===== src/rtl/rtcdiv_pkg.sv =====
package rtcdiv_pkg;

  typedef enum logic [1:0] {
    MODE_REF_HI  = 2'd0,
    MODE_REF_MID = 2'd1,
    MODE_REF_LO  = 2'd2,
    MODE_HOLD    = 2'd3
  } rtcdiv_mode_e;

  // Control code to operating mode; every unlisted code holds the chain.
  function automatic rtcdiv_mode_e rtcdiv_decode(input int unsigned code);
    case (code)
      0:       return MODE_REF_HI;
      1:       return MODE_REF_MID;
      2:       return MODE_REF_LO;
      default: return MODE_HOLD;
    endcase
  endfunction

endpackage


===== src/rtl/rtcdiv_rst_sync.sv =====
module rtcdiv_rst_sync #(
  parameter int STAGES = 2
) (
  input  logic clk,
  input  logic arst_n,
  output logic srst_n
);
  logic [STAGES-1:0] sync_q;
  logic [STAGES-1:0] sync_d;

  always_comb begin
    sync_d = {sync_q[STAGES-2:0], 1'b1};
  end

  always_ff @(posedge clk or negedge arst_n) begin
    if (!arst_n) sync_q <= '0;
    else         sync_q <= sync_d;
  end

  assign srst_n = sync_q[STAGES-1];
endmodule


===== src/rtl/rtcdiv_prescale.sv =====
module rtcdiv_prescale
  import rtcdiv_pkg::*;
#(
  parameter int DIV_HI  = 128,
  parameter int DIV_MID = 32
) (
  input  logic         clk,
  input  logic         rst_n,
  input  rtcdiv_mode_e mode,
  output logic         base_tick
);
  localparam int LIM_W = $clog2(DIV_HI) + 1;

  logic [LIM_W-1:0] pre_q;
  logic [LIM_W-1:0] pre_d;
  logic [LIM_W-1:0] last;
  logic             run;

  always_comb begin
    case (mode)
      MODE_REF_HI:  last = LIM_W'(DIV_HI - 1);
      MODE_REF_MID: last = LIM_W'(DIV_MID - 1);
      default:      last = '0;
    endcase
    run       = (mode != MODE_HOLD);
    base_tick = run && (pre_q >= last);
    if (!run || base_tick) pre_d = '0;
    else                   pre_d = pre_q + 1'b1;
  end

  always_ff @(posedge clk or negedge rst_n) begin
    if (!rst_n) pre_q <= '0;
    else        pre_q <= pre_d;
  end
endmodule


===== src/rtl/rtcdiv_chain.sv =====
module rtcdiv_chain #(
  parameter int CHAIN_W = 15
) (
  input  logic               clk,
  input  logic               rst_n,
  input  logic               run,
  input  logic               base_tick,
  output logic [CHAIN_W-1:0] count
);
  logic [CHAIN_W-1:0] cnt_q;
  logic [CHAIN_W-1:0] cnt_d;
  logic               cnt_en;

  always_comb begin
    cnt_en = !run || base_tick;
    cnt_d  = run ? cnt_q + 1'b1 : '0;
  end

  always_ff @(posedge clk or negedge rst_n) begin
    if (!rst_n)      cnt_q <= '0;
    else if (cnt_en) cnt_q <= cnt_d;
  end

  assign count = cnt_q;
endmodule


===== src/rtl/rtc_pi_divider.sv =====
module rtc_pi_divider
  import rtcdiv_pkg::*;
#(
  parameter int CTL_W   = 3,
  parameter int RATE_W  = 4,
  parameter int CHAIN_W = 15,
  parameter int DIV_HI  = 128,
  parameter int DIV_MID = 32
) (
  input  logic              clk_ref,
  input  logic              rst_n,
  input  logic [CTL_W-1:0]  div_ctl,
  input  logic [RATE_W-1:0] rate_code,
  input  logic              per_irq_en,
  input  logic              sqw_en,
  output logic              per_tick,
  output logic              per_irq,
  output logic              sqw_out,
  output logic              upd_1hz
);
  localparam int IDX_W = $clog2(CHAIN_W);
  localparam logic [CHAIN_W-1:0] UPD_AT = CHAIN_W'((1 << (CHAIN_W - 1)) - 1);

  logic               srst_n;
  rtcdiv_mode_e       mode;
  logic               run;
  logic               base_tick;
  logic [CHAIN_W-1:0] count;
  logic [CHAIN_W-1:0] tap_mask;
  logic [IDX_W-1:0]   sqw_idx;
  int unsigned        rate_n;
  logic               tick_d, irq_d, sqw_d, upd_d;
  logic               tick_q, irq_q, sqw_q, upd_q;

  rtcdiv_rst_sync #(.STAGES(2)) i_rst_sync (
    .clk(clk_ref), .arst_n(rst_n), .srst_n(srst_n)
  );

  assign mode = rtcdiv_decode(32'(div_ctl));
  assign run  = (mode != MODE_HOLD);

  rtcdiv_prescale #(.DIV_HI(DIV_HI), .DIV_MID(DIV_MID)) i_prescale (
    .clk(clk_ref), .rst_n(srst_n), .mode(mode), .base_tick(base_tick)
  );

  rtcdiv_chain #(.CHAIN_W(CHAIN_W)) i_chain (
    .clk(clk_ref), .rst_n(srst_n), .run(run), .base_tick(base_tick), .count(count)
  );

  // Tap selection: periodic match mask and square-wave bit index.
  always_comb begin
    rate_n   = 32'(rate_code);
    tap_mask = '0;
    sqw_idx  = '0;
    if (rate_n != 0) begin
      tap_mask = CHAIN_W'((1 << (rate_n - 1)) - 1);
      if (rate_n >= 2) sqw_idx = IDX_W'(rate_n - 2);
    end
  end

  always_comb begin
    tick_d = run && base_tick && (rate_n != 0) && ((count & tap_mask) == tap_mask);
    irq_d  = tick_d && per_irq_en;
    upd_d  = run && base_tick && (count == UPD_AT);
    sqw_d  = run && sqw_en && (rate_n != 0) && count[sqw_idx];
  end

  always_ff @(posedge clk_ref or negedge srst_n) begin
    if (!srst_n) begin
      tick_q <= 1'b0;
      irq_q  <= 1'b0;
      sqw_q  <= 1'b0;
      upd_q  <= 1'b0;
    end else begin
      tick_q <= tick_d;
      irq_q  <= irq_d;
      sqw_q  <= sqw_d;
      upd_q  <= upd_d;
    end
  end

  assign per_tick = tick_q;
  assign per_irq  = irq_q;
  assign sqw_out  = sqw_q;
  assign upd_1hz  = upd_q;
endmodule


===== config.mk =====
export PLATFORM = sky130hd
export DESIGN_NAME = rtc_pi_divider
export DESIGN_NICKNAME = d
export VERILOG_FILES = /design/src/rtl/rtcdiv_pkg.sv /design/src/rtl/rtcdiv_rst_sync.sv /design/src/rtl/rtcdiv_prescale.sv /design/src/rtl/rtcdiv_chain.sv /design/src/rtl/rtc_pi_divider.sv
export SDC_FILE = /design/constraint.sdc
export NUM_CORES = 1
export LEC_CHECK = 0
export BUFFER_PORTS_ARGS = -buffer_cell sky130_fd_sc_hd__buf_4
export CAP_MARGIN = 10
export CORE_MARGIN = 1.5
export CORE_UTILIZATION = 41
export DETAILED_ROUTE_END_ITERATION = 6
export HOLD_SLACK_MARGIN = 0.15
export MAX_ROUTING_LAYER = met4
export SLEW_MARGIN = 20
export SYNTH_ARGS = -nofsm -noshare
export SYNTH_HDL_FRONTEND = slang
export SYNTH_SLANG_ARGS = --single-unit

===== constraint.sdc =====
create_clock -name clk_ref -period 1.3 [get_ports clk_ref]
set_input_delay 0.13 -clock clk_ref [delete_from_list [all_inputs] [get_ports clk_ref]]
set_output_delay 0.13 -clock clk_ref [all_outputs]
set_load 0.02 [all_outputs]

==> reports/summary.txt, run 1 <==
====================================================================================
Crit path buf inv count                                                            2
Levels on crit path                                                               14
Clock insertion delay at the later pin of the skew report                    0.28 ns
Clock slew seen by the registers of the worst setup and hold paths           0.06 ns
Startpoint type of the worst setup path                                   input port
Sequential area share after synthesis                                          30.4%
Hold Worst Slack                                                            0.249 ns
CP peak stage delay                                                          0.40 ns
Global-route wire length before repair                                      11800 um
PnR worst setup slack                                                       -1.48 ns
Class of the tightest hold or removal check                             flop to async pin
Combined global-route utilization of all metal layers                          25.7%
Library cell with the highest instance count after synthesis            sky130_fd_sc_hd__nor2_1
Synth Area per Inst                                                         8.62 um2
Worst voltage drop across the vdd grid                                    0.000497 V
Required time reported for the critical path endpoint                        1.48 ns
Highest achievable clock rate                                              0.360 GHz
Top FF cell, synth                                                      sky130_fd_sc_hd__dfrtp_1
Final Routed Wirelength                                                      7240 um
H-tree depth                                                                       2
Cell Area, Synth                                                         0.00239 mm2
Initial DRC count                                                                156
Syn Nets                                                                         307
P&R area growth vs syn                                                         53.2%
Layout cells sized above 1                                                     41.4%
Count of pins on the block boundary                                               15
Hold Fails Final Rpt                                                               0
Synthesized netlist cell count                                                   277
Most used cell along the critical path                                  sky130_fd_sc_hd__ha_4
Number of distinct library cells after synthesis                                  52
Clock buffers created by TritonCTS                                                 5
Die height                                                                   79.3 um
Residual overflow from global routing                                              0
Antenna diode count                                                                0
Number of antenna violations at the first check in global routing                  0
Endpoints failing setup                                                           27
Routed Antenna Nets                                                                0
Floorplan Core Area                                                      0.00557 mm2
#FFs+latches synth                                                                29
Path type of the worst setup path                                       input port to flop
Peak fanout along the critical path                                                5
Dominant delay contributor by cell family on the critical path          simple AND/OR/NAND/NOR gates
DIE WIDTH                                                                    79.3 um
Largest net degree at the start of global routing                                 28
Post-detailed-route DRC marker count                                               0
TritonCTS clock tree                                                            done
Final period demand of the worst path                                        2.78 ns
Clock Tree Root                                                         sky130_fd_sc_hd__clkbuf_8
Cell Chain, Critical Path                                               buf_8 -> inv_8 -> ha_4 -> a21boi_4 -> xnor2_2 -> nand2_2 -> or3_4 -> ha_4 -> nor2b_4 -> and3_4 -> a32o_1 -> or4_1 -> a2111o_1 -> nor4b_2
Maxcap violations                                                                  0
Critical-path cell with the highest stage delay                         sky130_fd_sc_hd__or3_4
Final setup skew                                                          0.00566 ns
Clock tree buffer depth                                                            2
Net count of the finished layout                                                 410
Via count of the first global-routing pass                                      2397
Via-per-instance ratio                                                          5.38
Clock Sinks                                                                       29
Run status                                                              finished, violations left
Max-slew headroom                                                              61.7%
Vias                                                                            2426
EDFF count, synth                                                                  0
Nature of the critical path endpoint                                            flop
HPWL after detailed placement                                                5610 um
Die area                                                                 0.00629 mm2
Number of iterations in the first detailed-routing pass                            4
Initial core utilization                                                       42.9%
Share of the cycle needed by the critical path after routing                    214%
Violated checks                                                         setup timing
Crit path launch                                                        rate_code[2]
Share of flip-flops with an asynchronous set or reset after synthesis           100%
Data arrival time of the critical path                                       2.96 ns
Worst reg2reg path startpoint                                           i_prescale.pre_q[2]
Lkg Pwr                                                                      1.65 nW
Number of pins with negative max-slew slack in the final report                    0
Drt wl/cell                                                                  16.0 um
Share of the synthesized area in the top cell type                             30.4%
Power density cells                                                       682 mW/mm2
Final-layout setup total negative slack                                    -17.22 ns
Largest cells by area after synthesis                                   sky130_fd_sc_hd__dfrtp_1 (30%), sky130_fd_sc_hd__ha_1 (10%), sky130_fd_sc_hd__xnor2_1 (6.2%)
Cell accounting for the most synthesized area                           sky130_fd_sc_hd__dfrtp_1
Standard-cell rows                                                                27
Routability congestion estimate                                                0.966
Filler cell count in the final layout                                            494
# port buffers                                                                    14
Number of warnings issued by yosys                                                 0
RSZ-0062 raised after global routing                                             yes
Transition time of the tightest slew-check pin                              0.560 ns
Most used standard cells in the synthesized netlist                     sky130_fd_sc_hd__nor2_1 (30), sky130_fd_sc_hd__dfrtp_1 (29), sky130_fd_sc_hd__ha_1 (19)
Length in cells of the worst reg-to-reg path                                       7
====================================================================================
state kept, by name, indices dropped and copies added (netlist names):
signal and flops:
i_chain.count 15, i_prescale.pre_q 8, i_rst_sync.sync_q 2, per_irq 1, per_tick 1, sqw_out 1, upd_1hz 1
cells by family after synthesis:
group / count (synthesis) / synth area share [%]
xor+xnor: 25 / 9.95
compound gates: 52 / 15.0
simple gates: 116 / 26.2
fa+ha+maj: 19 / 9.95
buf+inv: 27 / 4.92
other cells: 1 / 0.157
mux: 8 / 3.41
flops: 29 / 30.4
cells in the final DEF, fill, tap and decap left out, types with 7 or more instances in the layout:
master / count
sky130_fd_sc_hd__inv_1: 11
sky130_fd_sc_hd__nand2_1: 15
sky130_fd_sc_hd__buf_4: 95
sky130_fd_sc_hd__xor2_1: 7
sky130_fd_sc_hd__nand4_1: 10
sky130_fd_sc_hd__nor2_1: 27
sky130_fd_sc_hd__xnor2_1: 13
sky130_fd_sc_hd__dfrtp_1: 29
sky130_fd_sc_hd__nor3_1: 7
sky130_fd_sc_hd__a21oi_1: 7
sky130_fd_sc_hd__ha_1: 11
sky130_fd_sc_hd__mux2i_1: 7
layout make-up:
class / instances / area [um2] / area share (%)
multi-input cells: 221 / 1810 / 49.6
well taps: 72 / 90.1 / 2.46
clock inverters: 1 / 5.00 / 0.137
clock buffers: 5 / 68.8 / 1.88
flip-flops and latches: 29 / 726 / 19.8
repair buffers: 108 / 875 / 23.9
inverters: 15 / 81.3 / 2.22
report_power, final:
group	switching [mW]	total, mW	internal (mW)
Combinational	0.433	0.878	0.445
Sequential	0.00705	0.925	0.918
Clock	0.341	0.692	0.351
Total	0.781	2.50	1.71
layer usage:
metal / track usage, % / vias to the layer above / wire, um
met1: 35.6 / 1161 / 3530
met4: 5.79 / 0 / 91
met2: 38.1 / 51 / 3240
met5: - / - / 0
met3: 5.98 / 10 / 375
li1: - / 1204 / -
final timing paths:
path / slack (ns) / end
worst max-delay path: -1.48 / per_irq
worst min-delay path: 0.25 / i_chain.count[5]
worst max register to register: -0.71 / per_irq
worst min register to register: 0.25 / i_chain.count[5]
max in group asynchronous: 0.45 / i_rst_sync.sync_q[0]
min in group clk_ref: 0.36 / i_rst_sync.sync_q[1]
stage by stage:
| step | utilization (%) | total power [mW] | std cells | instance area, um2 | setup WS [ns] |
|---|---|---|---|---|---|
| 3_5_place_dp | 60.9 | 1.74 | 432 | 3390 | -1.91 |
| 4_1_cts | 65.4 | 2.50 | 451 | 3640 | -1.47 |
| 3_3_place_gp | 60.9 | 1.74 | 432 | 3390 | -1.80 |
| 6_report | 65.7 | 2.50 | 451 | 3660 | -1.48 |
| 2_1_floorplan | - | 1.43 | 277 | 2700 | -1.74 |
| 5_1_grt | 65.7 | 2.63 | 451 | 3660 | -1.54 |
what timing repair did:
action	4_1_cts	5_1_grt
hold endpoints to repair	4	0
setup endpoints to repair	27	27
setup buffers	9	1
pin swaps	16	7
gates resized for setup	24	6
hold buffers	4	0
Power figures use the tool's default switching activity.
==> inputs of run 2 (changes only) <==
--- a/config.mk
+++ b/config.mk
@@ -8,10 +8,11 @@
 export BUFFER_PORTS_ARGS = -buffer_cell sky130_fd_sc_hd__buf_4
 export CAP_MARGIN = 10
 export CORE_MARGIN = 1.5
-export CORE_UTILIZATION = 41
+export CORE_UTILIZATION = 65
 export DETAILED_ROUTE_END_ITERATION = 6
-export HOLD_SLACK_MARGIN = 0.15
 export MAX_ROUTING_LAYER = met4
+export PLACE_DENSITY = 0.85
+export SKIP_CTS_REPAIR_TIMING = 1
 export SLEW_MARGIN = 20
 export SYNTH_ARGS = -nofsm -noshare
 export SYNTH_HDL_FRONTEND = slang
==> reports/summary.txt, run 2 <==
====================================================================================
Clock Tree Root                                                         sky130_fd_sc_hd__clkbuf_8
Largest cells by area after synthesis                                   sky130_fd_sc_hd__dfrtp_1 (30%), sky130_fd_sc_hd__ha_1 (10%), sky130_fd_sc_hd__xnor2_1 (6.2%)
Run Error                                                               [ERROR DPL-0038] Utilization greater than 100%, impossible to legalize
Minimum setup slack after placement                                         -2.04 ns   -0.123 ns
Routability congestion estimate                                                 1.01   +4.9%
Standard-cell rows                                                                21   -22%
Share of flip-flops with an asynchronous set or reset after synthesis           100%   unchanged
Top FF cell, synth                                                      sky130_fd_sc_hd__dfrtp_1
Synth Area per Inst                                                         8.62 um2   unchanged
Share of the synthesized area in the top cell type                             30.4%   unchanged
#FFs+latches synth                                                                29   unchanged
Clock Sinks                                                                       29   unchanged
H-tree depth                                                                       2   unchanged
Initial core utilization                                                       69.4%   +27 points
Count of pins on the block boundary                                               15   unchanged
Die height                                                                   63.6 um   -20%
HPWL after detailed placement                                                8130 um   +45%
Clock buffers created by TritonCTS                                                 5   unchanged
Stage where the flow stopped                                                 4_1_cts
Cell Area, Synth                                                         0.00239 mm2   unchanged
Library cell with the highest instance count after synthesis            sky130_fd_sc_hd__nor2_1
DIE WIDTH                                                                    63.6 um   -20%
Synthesized netlist cell count                                                   277   unchanged
Run status                                                              did not finish
Clock tree buffer depth                                                            2   unchanged
EDFF count, synth                                                                  0   unchanged
# port buffers                                                                    14   unchanged
Placed standard-cell area                                                0.00335 mm2   -1.4%
Number of distinct library cells after synthesis                                  52   unchanged
Number of warnings issued by yosys                                                 0   unchanged
Sequential area share after synthesis                                          30.4%   unchanged
Syn Nets                                                                         307   unchanged
Most used standard cells in the synthesized netlist                     sky130_fd_sc_hd__nor2_1 (30), sky130_fd_sc_hd__dfrtp_1 (29), sky130_fd_sc_hd__ha_1 (19)
Cell accounting for the most synthesized area                           sky130_fd_sc_hd__dfrtp_1
====================================================================================
==> run 2: cells by family after synthesis <==
family          synth area share, %
flops                          30.4
mux                            3.41
compound gates                 15.0
simple gates                   26.2
fa+ha+maj                      9.95
xor+xnor                       9.95
buf+inv                        4.92
other cells                   0.157
==> run 2: metrics by stage <==
step                setup TNS, ns  instances
global placement           -24.09        404
floorplan                  -18.79        277
detailed placement         -28.10        404
==> inputs of run 3 (changes only) <==
--- a/config.mk
+++ b/config.mk
@@ -8,10 +8,9 @@
 export BUFFER_PORTS_ARGS = -buffer_cell sky130_fd_sc_hd__buf_4
 export CAP_MARGIN = 10
 export CORE_MARGIN = 1.5
-export CORE_UTILIZATION = 65
+export CORE_UTILIZATION = 40
 export DETAILED_ROUTE_END_ITERATION = 6
-export MAX_ROUTING_LAYER = met4
-export PLACE_DENSITY = 0.85
+export PLACE_DENSITY_LB_ADDON = 0.15
 export SKIP_CTS_REPAIR_TIMING = 1
 export SLEW_MARGIN = 20
 export SYNTH_ARGS = -nofsm -noshare
==> reports/summary.txt, run 3 (synthesized netlist as in run 1, its figures left out) <==
=====================================================================================
Peak fanout along the critical path                                                 5
Post-Place Cells                                                                  432   +6.9%
Die area                                                                  0.00644 mm2
Residual overflow from global routing                                               0
Routed Antenna Nets                                                                 0
TritonCTS clock tree                                                             done
Worst voltage drop across the vdd grid                                     0.000593 V
Minimum setup slack after placement                                          -1.89 ns   +0.148 ns
Path type of the worst setup path                                        input port to flop
Share of the cycle needed by the critical path after routing                     222%
Antenna diode count                                                                 0
Min-Delay Startpoint                                                           sqw_en
Number of pins with negative max-slew slack in the final report                     0
Commonest cells after routing, fill and taps aside                       sky130_fd_sc_hd__buf_4 (90), sky130_fd_sc_hd__dfrtp_1 (29), sky130_fd_sc_hd__nor2_1 (24)
Seq. cell area                                                                726 um2
H-tree depth                                                                        2   unchanged
Run status                                                               finished, violations left
Global-route wire length before repair                                       11800 um
Number of antenna violations at the first check in global routing                   0
Dominant delay contributor by cell family on the critical path           simple AND/OR/NAND/NOR gates
Net count of the finished layout                                                  401
Critical-path cell with the highest stage delay                          sky130_fd_sc_hd__or3_4
Endpoints failing setup                                                            27
# port buffers                                                                     14   unchanged
Hold Fails Final Rpt                                                                0
Layout cells sized above 1                                                      43.0%
Standard-cell rows                                                                 27   +29%
Post-route insts no fill                                                          444
Clock slew seen by the registers of the worst setup and hold paths            0.06 ns
Crit path buf inv count                                                             2
Die height                                                                    80.3 um   +26%
Cell Chain, Critical Path                                                buf_8 -> clkinvlp_4 -> ha_4 -> a21boi_4 -> xnor2_2 -> nand2_2 -> or3_4 -> ha_4 -> nor2b_4 -> and3_1 -> a32o_1 -> or4_1 -> a2111o_1 -> nor4b_2
Instance count along the most critical hold path                                    3
Final setup skew                                                           0.00960 ns
Number of iterations in the first detailed-routing pass                             4
Nature of the critical path endpoint                                             flop
RSZ-0062 raised after global routing                                              yes
Drt wl/cell                                                                   15.9 um
Placed standard-cell area                                                 0.00342 mm2   +2.2%
Transition time of the tightest slew-check pin                               0.566 ns
Largest net degree at the start of global routing                                  28
Data arrival time of the critical path                                        3.07 ns
Flip-flop count of the largest register after layout                               15
HPWL after detailed placement                                                 5630 um   -31%
Highest achievable clock rate                                               0.347 GHz
Most used cell along the critical path                                   sky130_fd_sc_hd__ha_4
Post-detailed-route DRC marker count                                                0
Length in cells of the worst reg-to-reg path                                        7
Max-slew headroom                                                               61.3%
Via-per-instance ratio                                                           5.36
Cell area after layout                                                    0.00369 mm2
Capture point of the worst reg-to-reg path                                    per_irq
DIE WIDTH                                                                     80.3 um   +26%
P&R area growth vs syn                                                          54.6%
Power density cells                                                        751 mW/mm2
Initial DRC count                                                                 162
Final period demand of the worst path                                         2.88 ns
Initial core utilization                                                        42.3%   -27 points
Clock Sinks                                                                        29   unchanged
Startpoint type of the worst setup path                                    input port
Worst reg2reg path startpoint                                            i_prescale.pre_q[6]
CP peak stage delay                                                           0.40 ns
Count of pins on the block boundary                                                15   unchanged
Area of the multi-input gates                                             0.00188 mm2
Lkg Pwr                                                                       1.65 nW
Via count of the first global-routing pass                                       2448
Clock tree buffer depth                                                             2   unchanged
Routability congestion estimate                                                 0.949   -6.3%
Register-to-register setup slack                                             -0.74 ns
Final-layout setup total negative slack                                     -18.34 ns
Floorplan Core Area                                                       0.00564 mm2
Clock insertion delay at the later pin of the skew report                     0.29 ns
Filler cell count in the final layout                                             471
Maxcap violations                                                                   0
Clock Tree Root                                                          sky130_fd_sc_hd__clkbuf_8
Worst Hold End                                                                sqw_out
Vias                                                                             2380
Combined global-route utilization of all metal layers                           23.9%
Required time reported for the critical path endpoint                         1.49 ns
Most frequent standard cell in the layout excluding fill and tap cells   sky130_fd_sc_hd__buf_4
Final Routed Wirelength                                                       7060 um
Class of the tightest hold or removal check                              input port to flop
Clock buffers created by TritonCTS                                                  5   unchanged
PnR worst setup slack                                                        -1.58 ns
Violated checks                                                          setup timing
=====================================================================================
[run 3: final cells by class]
class	instances	share of cell area [%]
well taps	72	2.44
repair buffers	99	21.8
inverters	15	2.03
clock buffers	7	2.34
multi-input cells	221	50.9
flip-flops and latches	29	19.7
clock inverters	1	0.813
[run 3: how the worst max path moves through the flow]
stage	start	endpoint	slack (ns)	cells past startpoint
global placement	rate_code[1]	per_irq	-1.80	14
global route	rate_code[1]	per_irq	-1.68	14
detailed placement	rate_code[1]	per_irq	-1.89	14
finish	rate_code[1]	per_irq	-1.58	14
CTS	rate_code[1]	per_irq	-1.61	14
floorplan	rate_code[2]	per_irq	-1.74	14
[run 3: metrics by stage]
stage / util (%) / hold WS (ns) / total power [mW]
6_report: 65.4 / 0.0861 / 2.77
5_1_grt: 65.4 / 0.0907 / 2.90
4_1_cts: 62.7 / -0.391 / 2.73
3_5_place_dp: 60.6 / -0.0862 / 1.75
3_3_place_gp: 60.6 / -0.0875 / 1.75
2_1_floorplan: - / -0.166 / 1.43
[run 3: layer usage]
| layer | vias to the layer above | share of wire, % | track usage, % |
|---|---|---|---|
| met5 | - | 0 | 0 |
| met3 | 8 | 4.8 | 4.55 |
| met2 | 49 | 45 | 37.6 |
| met4 | 0 | 1.5 | 6.90 |
| li1 | 1195 | - | - |
| met1 | 1128 | 48 | 33.0 |
[run 3: power breakdown]
part	internal, mW	switching (mW)	total [mW]
clock	0.624	0.355	0.979
combinational	0.433	0.435	0.868
sequential	0.918	0.00805	0.926
[run 3: worst reg2reg max path: stages, from the launching register on]
cell                        delay, ns
sky130_fd_sc_hd__dfrtp_1         0.43
sky130_fd_sc_hd__ha_4            0.30
sky130_fd_sc_hd__and4_4          0.22
sky130_fd_sc_hd__a2111oi_4       0.04
sky130_fd_sc_hd__o21ai_2         0.11
sky130_fd_sc_hd__o2111ai_1       0.15
sky130_fd_sc_hd__a2111o_1        0.43
sky130_fd_sc_hd__nor4b_2         0.26
